### src/rtl/dcs_pkg.sv
package dcs_pkg;

   typedef enum logic [1:0] {
      ST_IDLE  = 2'd0,
      ST_GAP   = 2'd1,
      ST_FRAME = 2'd2
   } dcs_state_e;

   // Leading two bits of a chain command: channel, then hold bit as its inverse
   function automatic logic [1:0] dcs_cmd(input logic ch);
      return {ch, ~ch};
   endfunction

endpackage

### src/rtl/dcs_tick.sv
module dcs_tick #(
   parameter int unsigned DIV = 2
) (
   input  logic clk,
   input  logic rst_n,
   input  logic clr,
   output logic tick
);

   generate
      if (DIV < 1) begin : g_bad
         $error("dcs_tick: DIV must be at least 1");
      end

      if (DIV <= 1) begin : g_every
         assign tick = !clr;
      end else begin : g_count
         localparam int unsigned CW = $clog2(DIV);
         logic [CW-1:0] cnt;

         always_ff @(posedge clk or negedge rst_n) begin
            if (!rst_n) begin
               cnt <= '0;
            end else if (clr || cnt == CW'(DIV - 1)) begin
               cnt <= '0;
            end else begin
               cnt <= cnt + 1'b1;
            end
         end

         assign tick = !clr && (cnt == CW'(DIV - 1));
      end
   endgenerate

endmodule

### src/rtl/dcs_shifter.sv
module dcs_shifter #(
   parameter int unsigned WORD_W = 16,
   parameter int unsigned KEEP_W = 12,
   parameter int unsigned CYC_W  = 5
) (
   input  logic              clk,
   input  logic              rst_n,
   input  logic              tick,
   input  logic              go,
   input  logic [WORD_W-1:0] word,
   input  logic [CYC_W-1:0]  ncyc,
   input  logic              rx_bit,
   output logic              cs_n,
   output logic              sclk,
   output logic              din,
   output logic [KEEP_W-1:0] rx_keep,
   output logic              fdone
);

   localparam int unsigned HC_W = CYC_W + 1;

   generate
      if (KEEP_W > WORD_W || KEEP_W < 1) begin : g_chk
         $error("dcs_shifter: KEEP_W out of range");
      end
   endgenerate

   logic              running;
   logic [HC_W-1:0]   hc;
   logic [WORD_W-1:0] txsh;
   logic [WORD_W-1:0] rxsh;

   always_ff @(posedge clk or negedge rst_n) begin
      if (!rst_n) begin
         running <= 1'b0;
         cs_n    <= 1'b1;
         sclk    <= 1'b1;
         din     <= 1'b0;
         hc      <= '0;
         txsh    <= '0;
         rxsh    <= '0;
         fdone   <= 1'b0;
      end else begin
         fdone <= 1'b0;
         if (!running) begin
            if (go) begin
               running <= 1'b1;
               cs_n    <= 1'b0;
               txsh    <= word;
               hc      <= '0;
            end
         end else if (tick) begin
            if (hc == {ncyc, 1'b0}) begin
               running <= 1'b0;
               cs_n    <= 1'b1;
               fdone   <= 1'b1;
            end else if (!hc[0]) begin
               sclk <= 1'b0;
               din  <= txsh[WORD_W-1];
               txsh <= {txsh[WORD_W-2:0], 1'b0};
               hc   <= hc + 1'b1;
            end else begin
               sclk <= 1'b1;
               rxsh <= {rxsh[WORD_W-2:0], rx_bit};
               hc   <= hc + 1'b1;
            end
         end
      end
   end

   assign rx_keep = rxsh[WORD_W-1 -: KEEP_W];

endmodule

### src/rtl/dcs_chain_seq.sv
module dcs_chain_seq
   import dcs_pkg::*;
#(
   parameter int unsigned N_DEV      = 2,
   parameter int unsigned WORD_W     = 16,
   parameter int unsigned RES_W      = 10,
   parameter int unsigned LEAD_W     = 2,
   parameter int unsigned SCLK_DIV   = 2,
   parameter int unsigned CS_GAP     = 2,
   parameter int unsigned ENTRY_EDGE = 12,
   parameter int unsigned EXIT_EDGE  = 13
) (
   input  logic                   clk,
   input  logic                   rst_n,
   input  logic                   start,
   input  logic [N_DEV-1:0]       chan_sel,
   input  logic                   dout,
   output logic                   cs_n,
   output logic                   sclk,
   output logic                   din,
   output logic                   busy,
   output logic                   done,
   output logic [N_DEV*RES_W-1:0] results,
   output logic [N_DEV-1:0]       bad
);

   localparam int unsigned N_FRAMES = N_DEV + 3;
   localparam int unsigned LAST     = N_DEV + 2;
   localparam int unsigned FI_W     = $clog2(N_FRAMES);
   localparam int unsigned CYC_W    = $clog2(WORD_W + 1);
   localparam int unsigned GAP_W    = $clog2(CS_GAP + 1);
   localparam int unsigned KEEP_W   = LEAD_W + RES_W;

   generate
      if (N_DEV < 1) begin : g_e0
         $error("dcs_chain_seq: need at least one device");
      end
      if (ENTRY_EDGE < 11 || ENTRY_EDGE > 12) begin : g_e1
         $error("dcs_chain_seq: ENTRY_EDGE must be 11 or 12");
      end
      if (EXIT_EDGE < 11 || EXIT_EDGE > 13) begin : g_e2
         $error("dcs_chain_seq: EXIT_EDGE must be 11 to 13");
      end
      if (KEEP_W > WORD_W || WORD_W < EXIT_EDGE) begin : g_e3
         $error("dcs_chain_seq: word too narrow");
      end
      if (CS_GAP < 1) begin : g_e4
         $error("dcs_chain_seq: CS_GAP must be at least 1");
      end
   endgenerate

   dcs_state_e        state;
   logic [FI_W-1:0]   fidx;
   logic [GAP_W-1:0]  gcnt;
   logic              go;
   logic              tick;
   logic              fdone;
   logic              chbit;
   logic [WORD_W-1:0] fword;
   logic [CYC_W-1:0]  ncyc;
   logic [KEEP_W-1:0] rx_keep;

   // Frame contents chosen by frame index
   always_comb begin
      chbit = 1'b0;
      for (int d = 0; d < int'(N_DEV); d++) begin
         if (fidx == FI_W'(N_DEV + 2 - d)) chbit = chan_sel[d];
      end
      fword = '0;
      if (fidx >= FI_W'(2)) fword[WORD_W-1 -: 2] = dcs_cmd(chbit);
      ncyc = CYC_W'(WORD_W);
      if (fidx == FI_W'(1))    ncyc = CYC_W'(ENTRY_EDGE - 1);
      if (fidx == FI_W'(LAST)) ncyc = CYC_W'(EXIT_EDGE - 1);
   end

   assign go = (state == ST_GAP) && (gcnt == GAP_W'(CS_GAP - 1));

   always_ff @(posedge clk or negedge rst_n) begin
      if (!rst_n) begin
         state <= ST_IDLE;
         fidx  <= '0;
         gcnt  <= '0;
         done  <= 1'b0;
      end else begin
         done <= 1'b0;
         unique case (state)
            ST_IDLE: begin
               if (start) begin
                  state <= ST_GAP;
                  fidx  <= '0;
                  gcnt  <= '0;
               end
            end
            ST_GAP: begin
               if (go) state <= ST_FRAME;
               else    gcnt  <= gcnt + 1'b1;
            end
            ST_FRAME: begin
               if (fdone) begin
                  if (fidx == FI_W'(LAST)) begin
                     state <= ST_IDLE;
                     done  <= 1'b1;
                  end else begin
                     fidx  <= fidx + 1'b1;
                     gcnt  <= '0;
                     state <= ST_GAP;
                  end
               end
            end
            default: state <= ST_IDLE;
         endcase
      end
   end

   assign busy = (state != ST_IDLE);

   dcs_tick #(.DIV(SCLK_DIV)) u_tick (
      .clk   (clk),
      .rst_n (rst_n),
      .clr   (go),
      .tick  (tick)
   );

   dcs_shifter #(.WORD_W(WORD_W), .KEEP_W(KEEP_W), .CYC_W(CYC_W)) u_shift (
      .clk     (clk),
      .rst_n   (rst_n),
      .tick    (tick),
      .go      (go),
      .word    (fword),
      .ncyc    (ncyc),
      .rx_bit  (dout),
      .cs_n    (cs_n),
      .sclk    (sclk),
      .din     (din),
      .rx_keep (rx_keep),
      .fdone   (fdone)
   );

   // Result slots: device g answers in frame N_DEV+1-g
   generate
      for (genvar g = 0; g < int'(N_DEV); g++) begin : g_slot
         always_ff @(posedge clk or negedge rst_n) begin
            if (!rst_n) begin
               results[g*RES_W +: RES_W] <= '0;
               bad[g]                    <= 1'b0;
            end else if (state == ST_FRAME && fdone && fidx == FI_W'(N_DEV + 1 - g)) begin
               results[g*RES_W +: RES_W] <= rx_keep[RES_W-1:0];
               bad[g]                    <= |rx_keep[KEEP_W-1 -: LEAD_W];
            end
         end
      end
   endgenerate

endmodule

### config.mk
export PLATFORM = sky130hd
export DESIGN_NAME = dcs_chain_seq
export DESIGN_NICKNAME = d
export VERILOG_FILES = /design/src/rtl/dcs_pkg.sv /design/src/rtl/dcs_tick.sv /design/src/rtl/dcs_shifter.sv /design/src/rtl/dcs_chain_seq.sv
export SDC_FILE = /design/constraint.sdc
export NUM_CORES = 1
export LEC_CHECK = 0
export BUFFER_PORTS_ARGS = -buffer_cell sky130_fd_sc_hd__buf_2
export CAP_MARGIN = 10
export CORE_MARGIN = 8
export CORE_UTILIZATION = 30
export CTS_CLUSTER_SIZE = 10
export DETAILED_ROUTE_END_ITERATION = 10
export GPL_TIMING_DRIVEN = 0
export PLACE_DENSITY = 0.56
export SKIP_LAST_GASP = 1
export SLEW_MARGIN = 40
export SYNTH_ARGS = -nofsm -noshare
export SYNTH_HDL_FRONTEND = slang
export SYNTH_SLANG_ARGS = --single-unit
### constraint.sdc
create_clock -name clk -period 2.76 [get_ports clk]
set_clock_uncertainty 0.05 [all_clocks]
set_input_delay 0.552 -clock clk [delete_from_list [all_inputs] [get_ports clk]]
set_output_delay 0.552 -clock clk [all_outputs]
set_load 0.05 [all_outputs]
Word level (Yosys, flattened, before mapping):

Cells that the tools add are included.

* flip-flop bits (word level): 74
* bits in latches: 0
* memory bits (writable): 0
* ROM bits: 0
* bits of input ports: 6
* output and inout port bits: 27
* word-level logic and storage cells: 108
* memories kept: 0

* add/sub/neg operators: 4
* multiply operators: 0
* divide/modulo/power cells: 0
* order comparisons: 1
* equality and inequality tests: 17
* shift-type cells: 0
* multiplexer cells: 44
* bitwise logic cells: 3
* reductions and logical operators: 22

Operators by type and width (number)
* $mux 16: 5
* $mux 6: 4
* $mux 1: 19
* $mux 2: 8
* $reduce_and 4->1: 4
* $ne 2x2->1 const B: 7
* $pmux 2 s3: 2
* $reduce_and 3->1: 4
* $mux 5: 2
* $mux 3: 3
* $add 6x1->6 const B: 1
* $eq 3x2->1 const B: 2
* $eq 6x6->1: 1
* $pmux 3 s2: 1
* $reduce_bool 2->1: 3
* $logic_and 1x1->1: 5
* $reduce_and 5->1: 1
* $eq 2x1->1 const B: 2
* $ne 2x1->1 const B: 2
* $add 3x1->3 const B: 1
* $eq 3x1->1 const B: 1
* $eq 3x3->1 const B: 1
* $ge 3x2->1 const B: 1
* $not 1->1: 3
* other kinds (8): 8

Depth between registers and ports, before layout:

* word-level depth: 7
* depth in mapped cells: 7
* depth with buffers taken out: 7

By module:

Synthesis repeated with hierarchy kept, for this count alone.

* cell total of the unflattened synthesis: 297
* area total of the unflattened synthesis: 3606.0 um2

By module, submodules not included
* dcs_shifter: instances 1, cells an instance 178, area each 2105.8 um2, sequential area each 1078.5 um2
* dcs_chain_seq: instances 1, cells an instance 116, area each 1457.6 um2, sequential area each 750.7 um2
* dcs_tick: instances 1, cells an instance 3, area each 42.5 um2, sequential area each 25.0 um2

Worst setup path after synthesis:

OpenSTA, ideal clock, no wires.

* kind: register to register
* from: register fidx[0]
* to: register u_shift.din
* library setup time: 0.128 ns
* arrival time: 1.610 ns
* data required time: 2.582 ns
* slack: 0.972 ns
* stages on the path, launching flop included: 8
* buffers on the path: 0
* clock period less this slack: 1.788 ns
* cell sequence: dfrtp_1 -> inv_1 -> ha_1 -> mux2i_1 -> mux2i_1 -> a21o_1 -> nand2_1 -> mux2_1

* longest elaborated chain between the ends: 6
* elaborated cells between the ends (all ways): 7
* classes of those cells: eq/ne (3); mux (2); bitwise (1); reduce/logical (1)

RTL lines
* start, declared: line dcs_chain_seq.sv:53 `logic [FI_W-1:0] fidx;`
* start signal, assigned: line dcs_chain_seq.sv:104 `fidx <= fidx + 1'b1;`
* $eq 3x1->1: line dcs_chain_seq.sv:72 `if (fidx == FI_W'(1)) ncyc = CYC_W'(ENTRY_EDGE - 1);`
* $mux 5: line dcs_chain_seq.sv:72
* $mux 5 *: line dcs_chain_seq.sv:73 `if (fidx == FI_W'(LAST)) ncyc = CYC_W'(EXIT_EDGE - 1);`
* $eq 6x6->1 *: line dcs_shifter.sv:53 `if (hc == {ncyc, 1'b0}) begin`
* $not 1->1 (no source line) *
* $reduce_and 4->1 (no source line) *
* end signal, assigned: line dcs_shifter.sv:59 `din <= txsh[WORD_W-1];`
* end, declared: line dcs_shifter.sv:15 `output logic din,`

Every way passes the cells marked *; elsewhere a longest branch is shown, timed or not.
A chain may end at the register's enable or synchronous reset.

Worst setup path after layout:

* from: register fidx[1]
* to: register u_shift.running

* longest elaborated chain between the ends: 7
* elaborated cells between the ends (all ways): 8
* classes of those cells: eq/ne (3); mux (5)

RTL lines
* $eq 3x1->1: line dcs_chain_seq.sv:72
* $mux 5: line dcs_chain_seq.sv:72
* $mux 5 *: line dcs_chain_seq.sv:73
* $eq 6x6->1 *: line dcs_shifter.sv:53
* $mux 1 *: line dcs_shifter.sv:53
* $mux 1 *: line dcs_shifter.sv:52 `end else if (tick) begin`
* $mux 1 *: line dcs_shifter.sv:45 `if (!running) begin`
* end signal, assigned: line dcs_shifter.sv:35 `running <= 1'b0;`
* end signal, assigned: line dcs_shifter.sv:47 `running <= 1'b1;`
* end signal, assigned: line dcs_shifter.sv:54 `running <= 1'b0;`
* end, declared: line dcs_shifter.sv:28 `logic running;`

Marks and branches as above.

==> impl_metrics.prom <==
# TYPE chip_impl_metric gauge
chip_impl_metric{name="crit_required",unit="ns"} 2.93
chip_impl_metric{name="detail_route.vias_per_cell",unit=""} 4.79
chip_impl_metric{name="fmax",unit="MHz"} 496
chip_impl_metric{name="clock_tree.buffer_depth",unit=""} 2
chip_impl_metric{name="max_slew_margin",unit=""} 0.632
chip_impl_metric{name="antenna_found_initial",unit=""} 0
chip_impl_metric{name="register_bit_total_from_synthesis",unit=""} 60
chip_impl_info{name="synth.top_cells.by_count",value="dfrtp_1 (58), mux2_2 (36), nand2_1 (13)"} 1
chip_impl_metric{name="place.detailed.hpwl",unit="microns"} 3720
chip_impl_metric{name="floorplan.initialDensity",unit=""} 0.310
chip_impl_metric{name="die_height",unit="microns"} 111
chip_impl_metric{name="timing_worst_slew_pin_value",unit="ns"} 0.552
chip_impl_metric{name="leakagePower",unit="nW"} 1.55
chip_impl_metric{name="ctsResizeCount",unit=""} 0
chip_impl_info{name="unrepaired_setup_endpoints_after_global_routing",value="false"} 1
chip_impl_metric{name="final.fill_count",unit=""} 891
chip_impl_metric{name="die_area",unit="sq mm"} 0.0123
chip_impl_metric{name="antenna_left",unit=""} 0
chip_impl_metric{name="nNetsFinal",unit=""} 277
chip_impl_metric{name="final.period_utilization",unit=""} 0.731
chip_impl_metric{name="gpl.final_weighted_congestion",unit=""} 0.733
chip_impl_metric{name="fp-row-count",unit=""} 34
chip_impl_metric{name="synth_nets",unit=""} 234
chip_impl_info{name="timing.critical_path.to_type",value="flop"} 1
chip_impl_metric{name="ctsHoldBuffers",unit=""} 0
chip_impl_metric{name="drc",unit=""} 0
chip_impl_metric{name="numCtsBuffers",unit=""} 9
chip_impl_metric{name="final_design_area_no_fill",unit="sq mm"} 0.00317
chip_impl_metric{name="vdd.ir_drop.worst",unit="V"} 0.000357
chip_impl_metric{name="finalWirelength",unit="microns"} 5300
chip_impl_info{name="post-synth-top-count-cell",value="dfrtp_1"} 1
chip_impl_metric{name="timing.final.crit_period",unit="ns"} 2.02
chip_impl_metric{name="core-area",unit="sq mm"} 0.00876
chip_impl_info{name="status",value="complete, no violations"} 1
chip_impl_metric{name="average_wire_per_cell_in_the_routed_design",unit="microns"} 14.1
chip_impl_info{name="worst-setup-path-type",value="flop to flop"} 1
chip_impl_metric{name="grt_util_all_layers",unit=""} 0.0872
chip_impl_metric{name="area_used_by_multi_input_combinational_logic",unit="sq mm"} 0.00111
chip_impl_metric{name="worstPathArrival",unit="ns"} 2.18
chip_impl_metric{name="io_buffer_count",unit=""} 32
chip_impl_metric{name="timing.max_cap.violations",unit=""} 0
chip_impl_metric{name="fin_worst_hold_slack",unit="ns"} 0.134
chip_impl_metric{name="clkSinkCount",unit=""} 60
chip_impl_metric{name="flow.area_growth_from_synthesis",unit="%"} 16.9
chip_impl_metric{name="post_cts_buffers",unit=""} 0
chip_impl_info{name="r2r_start",value="fidx[1]"} 1
chip_impl_metric{name="fin_util",unit=""} 0.362
chip_impl_metric{name="ys_warn_count",unit=""} 0
chip_impl_info{name="worst_setup_path_startpoint",value="fidx[1]"} 1
chip_impl_metric{name="synth-edff-count",unit=""} 0
chip_impl_metric{name="place_area",unit="sq mm"} 0.00301
chip_impl_metric{name="report.final.setup_viol",unit=""} 0
chip_impl_metric{name="async_flop_share",unit=""} 1.00
chip_impl_info{name="cts_root_buf",value="clkbuf_8"} 1
chip_impl_info{name="yosysTopAreaCell",value="dfrtp_1"} 1
chip_impl_metric{name="htree_levels",unit=""} 3
chip_impl_metric{name="final_layout_size_suffix_gt1_frac",unit=""} 0.371
chip_impl_metric{name="yosys.area.top_type_share",unit=""} 0.535
chip_impl_metric{name="slew_viol_final",unit=""} 0
chip_impl_metric{name="total_negative_slack",unit="ns"} 0
chip_impl_metric{name="grt_overflow",unit=""} 0
chip_impl_info{name="dominantRegCellSynth",value="dfrtp_1"} 1
chip_impl_metric{name="timing_hold_violations_final",unit=""} 0
chip_impl_info{name="tritoncts",value="built"} 1
chip_impl_metric{name="clock_pin_slew_of_the_registers_on_the_worst_case_setup_and_hold_paths",unit="ns"} 0.06
chip_impl_metric{name="seqCellArea",unit="sq mm"} 0.00150
chip_impl_metric{name="number_of_global_route_vias_before_repair",unit=""} 1797
chip_impl_metric{name="detailroute.via_count",unit=""} 1796
chip_impl_metric{name="post_synth_instance_area",unit="sq mm"} 0.00271
chip_impl_metric{name="detailedRoute.firstIterationViolations",unit=""} 35
chip_impl_metric{name="p_per_area",unit="mW/mm^2"} 896
chip_impl_metric{name="antenna_cells_inserted",unit=""} 0
chip_impl_metric{name="global_route_wire_length_before_repair",unit="microns"} 8890
chip_impl_metric{name="clk_latency",unit="ns"} 0.33
chip_impl_metric{name="syn_inst",unit=""} 221
chip_impl_metric{name="synth_cell_types",unit=""} 43
chip_impl_metric{name="top_ports",unit=""} 33
chip_impl_metric{name="critical_path.max_fanout",unit=""} 6
chip_impl_metric{name="r2r_slack",unit="ns"} 0.74
chip_impl_info{name="path_class_of_the_lowest_slack_min_delay_path",value="primary input to asynchronous set/reset pin"} 1
chip_impl_info{name="startpoint_type",value="flop"} 1
chip_impl_metric{name="firstDrtPassIters",unit=""} 4
chip_impl_metric{name="synth_area_per_cell",unit="sq um"} 12.3
chip_impl_metric{name="floorplan.die.width",unit="microns"} 111
chip_impl_metric{name="total_power",unit="mW"} 2.84
chip_impl_metric{name="grt_start_max_net_pins",unit=""} 61
chip_impl_metric{name="sequential_area_share_after_synthesis",unit=""} 0.554
chip_impl_metric{name="timing.reg2reg.worst_path_depth",unit=""} 7
chip_impl_info{name="yosys-top-cells-area",value="dfrtp_1 (53%), mux2_2 (15%), ha_1 (3.2%), dfstp_2 (1.9%), nand2_1 (1.8%)"} 1
[cells in the final DEF, fill, tap and decap left out, types with 3 or more instances in the layout]
cell,synthesis,layout
mux2_2,36,36
nand2_1,13,13
nand2b_1,4,4
o211ai_1,4,4
nand3_1,9,9
buf_4,3,3
dfrtp_1,58,58
inv_1,9,9
nor2_1,12,12
clkbuf_1,2,3
mux2i_1,4,4
nor3_1,3,3
clkbuf_8,0,10
mux2_1,3,3
nand4_1,3,3
nor2b_1,3,3
buf_2,4,35
clkinv_2,0,3
ha_1,7,7
o21ai_0,9,9
a21oi_1,6,6
[path summary, 6_finish.rpt]
check | to
setup / recovery | u_shift.running
hold / removal | results[19]
setup reg to reg | u_shift.running
hold reg to reg | u_shift.rxsh[4]
max in group asynchronous | results[14]
min in group clk | u_shift.rxsh[0]
[registers in the layout (all words and copies together), names as in the netlist, 2 cells and up]
name	cells
state	2
u_shift.txsh	2
gcnt	2
bad	2
u_shift.rxsh	16
fidx	3
results	20
u_shift.hc	6
[cell type report]
class                      count  area share
sequential                    60       0.474
multi-input combinational    141       0.350
timing repair buffer          32      0.0525
clock buffer                  11      0.0446
tap                          108      0.0426
buffer                        11      0.0209
inverter                       9      0.0107
clock inverter                 3     0.00473
[report_power, final]
part | switching (mW) | internal, mW
combinational | 0.519 | 0.406
sequential | 0.174 | 1.09
clock | 0.318 | 0.336
[kinds of logic after synthesis]
family / share of synthesized area
buf+inv: 0.0369
compound gates: 0.0779
fa+ha+maj: 0.0323
simple gates: 0.119
xor+xnor: 0.00323
mux: 0.177
flops: 0.554
[through the flow]
step                setup WS (ns)  cells
finish                      0.742    375
global route                0.561    375
CTS                         0.761    375
detailed placement          0.773    361
global placement            0.779    361
floorplan                   0.972    221
[critical path, stage by stage (launching register included)]
cell and delay [ns]:
dfrtp_1 0.41, inv_1 0.09, ha_1 0.22, nor4_1 0.28, a32oi_1 0.12, a211oi_2 0.45
nand2_1 0.10, a21o_1 0.19
[routing by layer]
layer / wire length, microns / vias up / share of wire / GRT usage
met5: 0 / - / 0 / 0
met4: 59 / 0 / 0.011 / 0.0453
met3: 221 / 7 / 0.042 / 0.0292
met2: 2460 / 28 / 0.46 / 0.133
met1: 2560 / 894 / 0.48 / 0.107
li1: - / 867 / - / -
No activity file was read; power rests on OpenSTA's default activity.
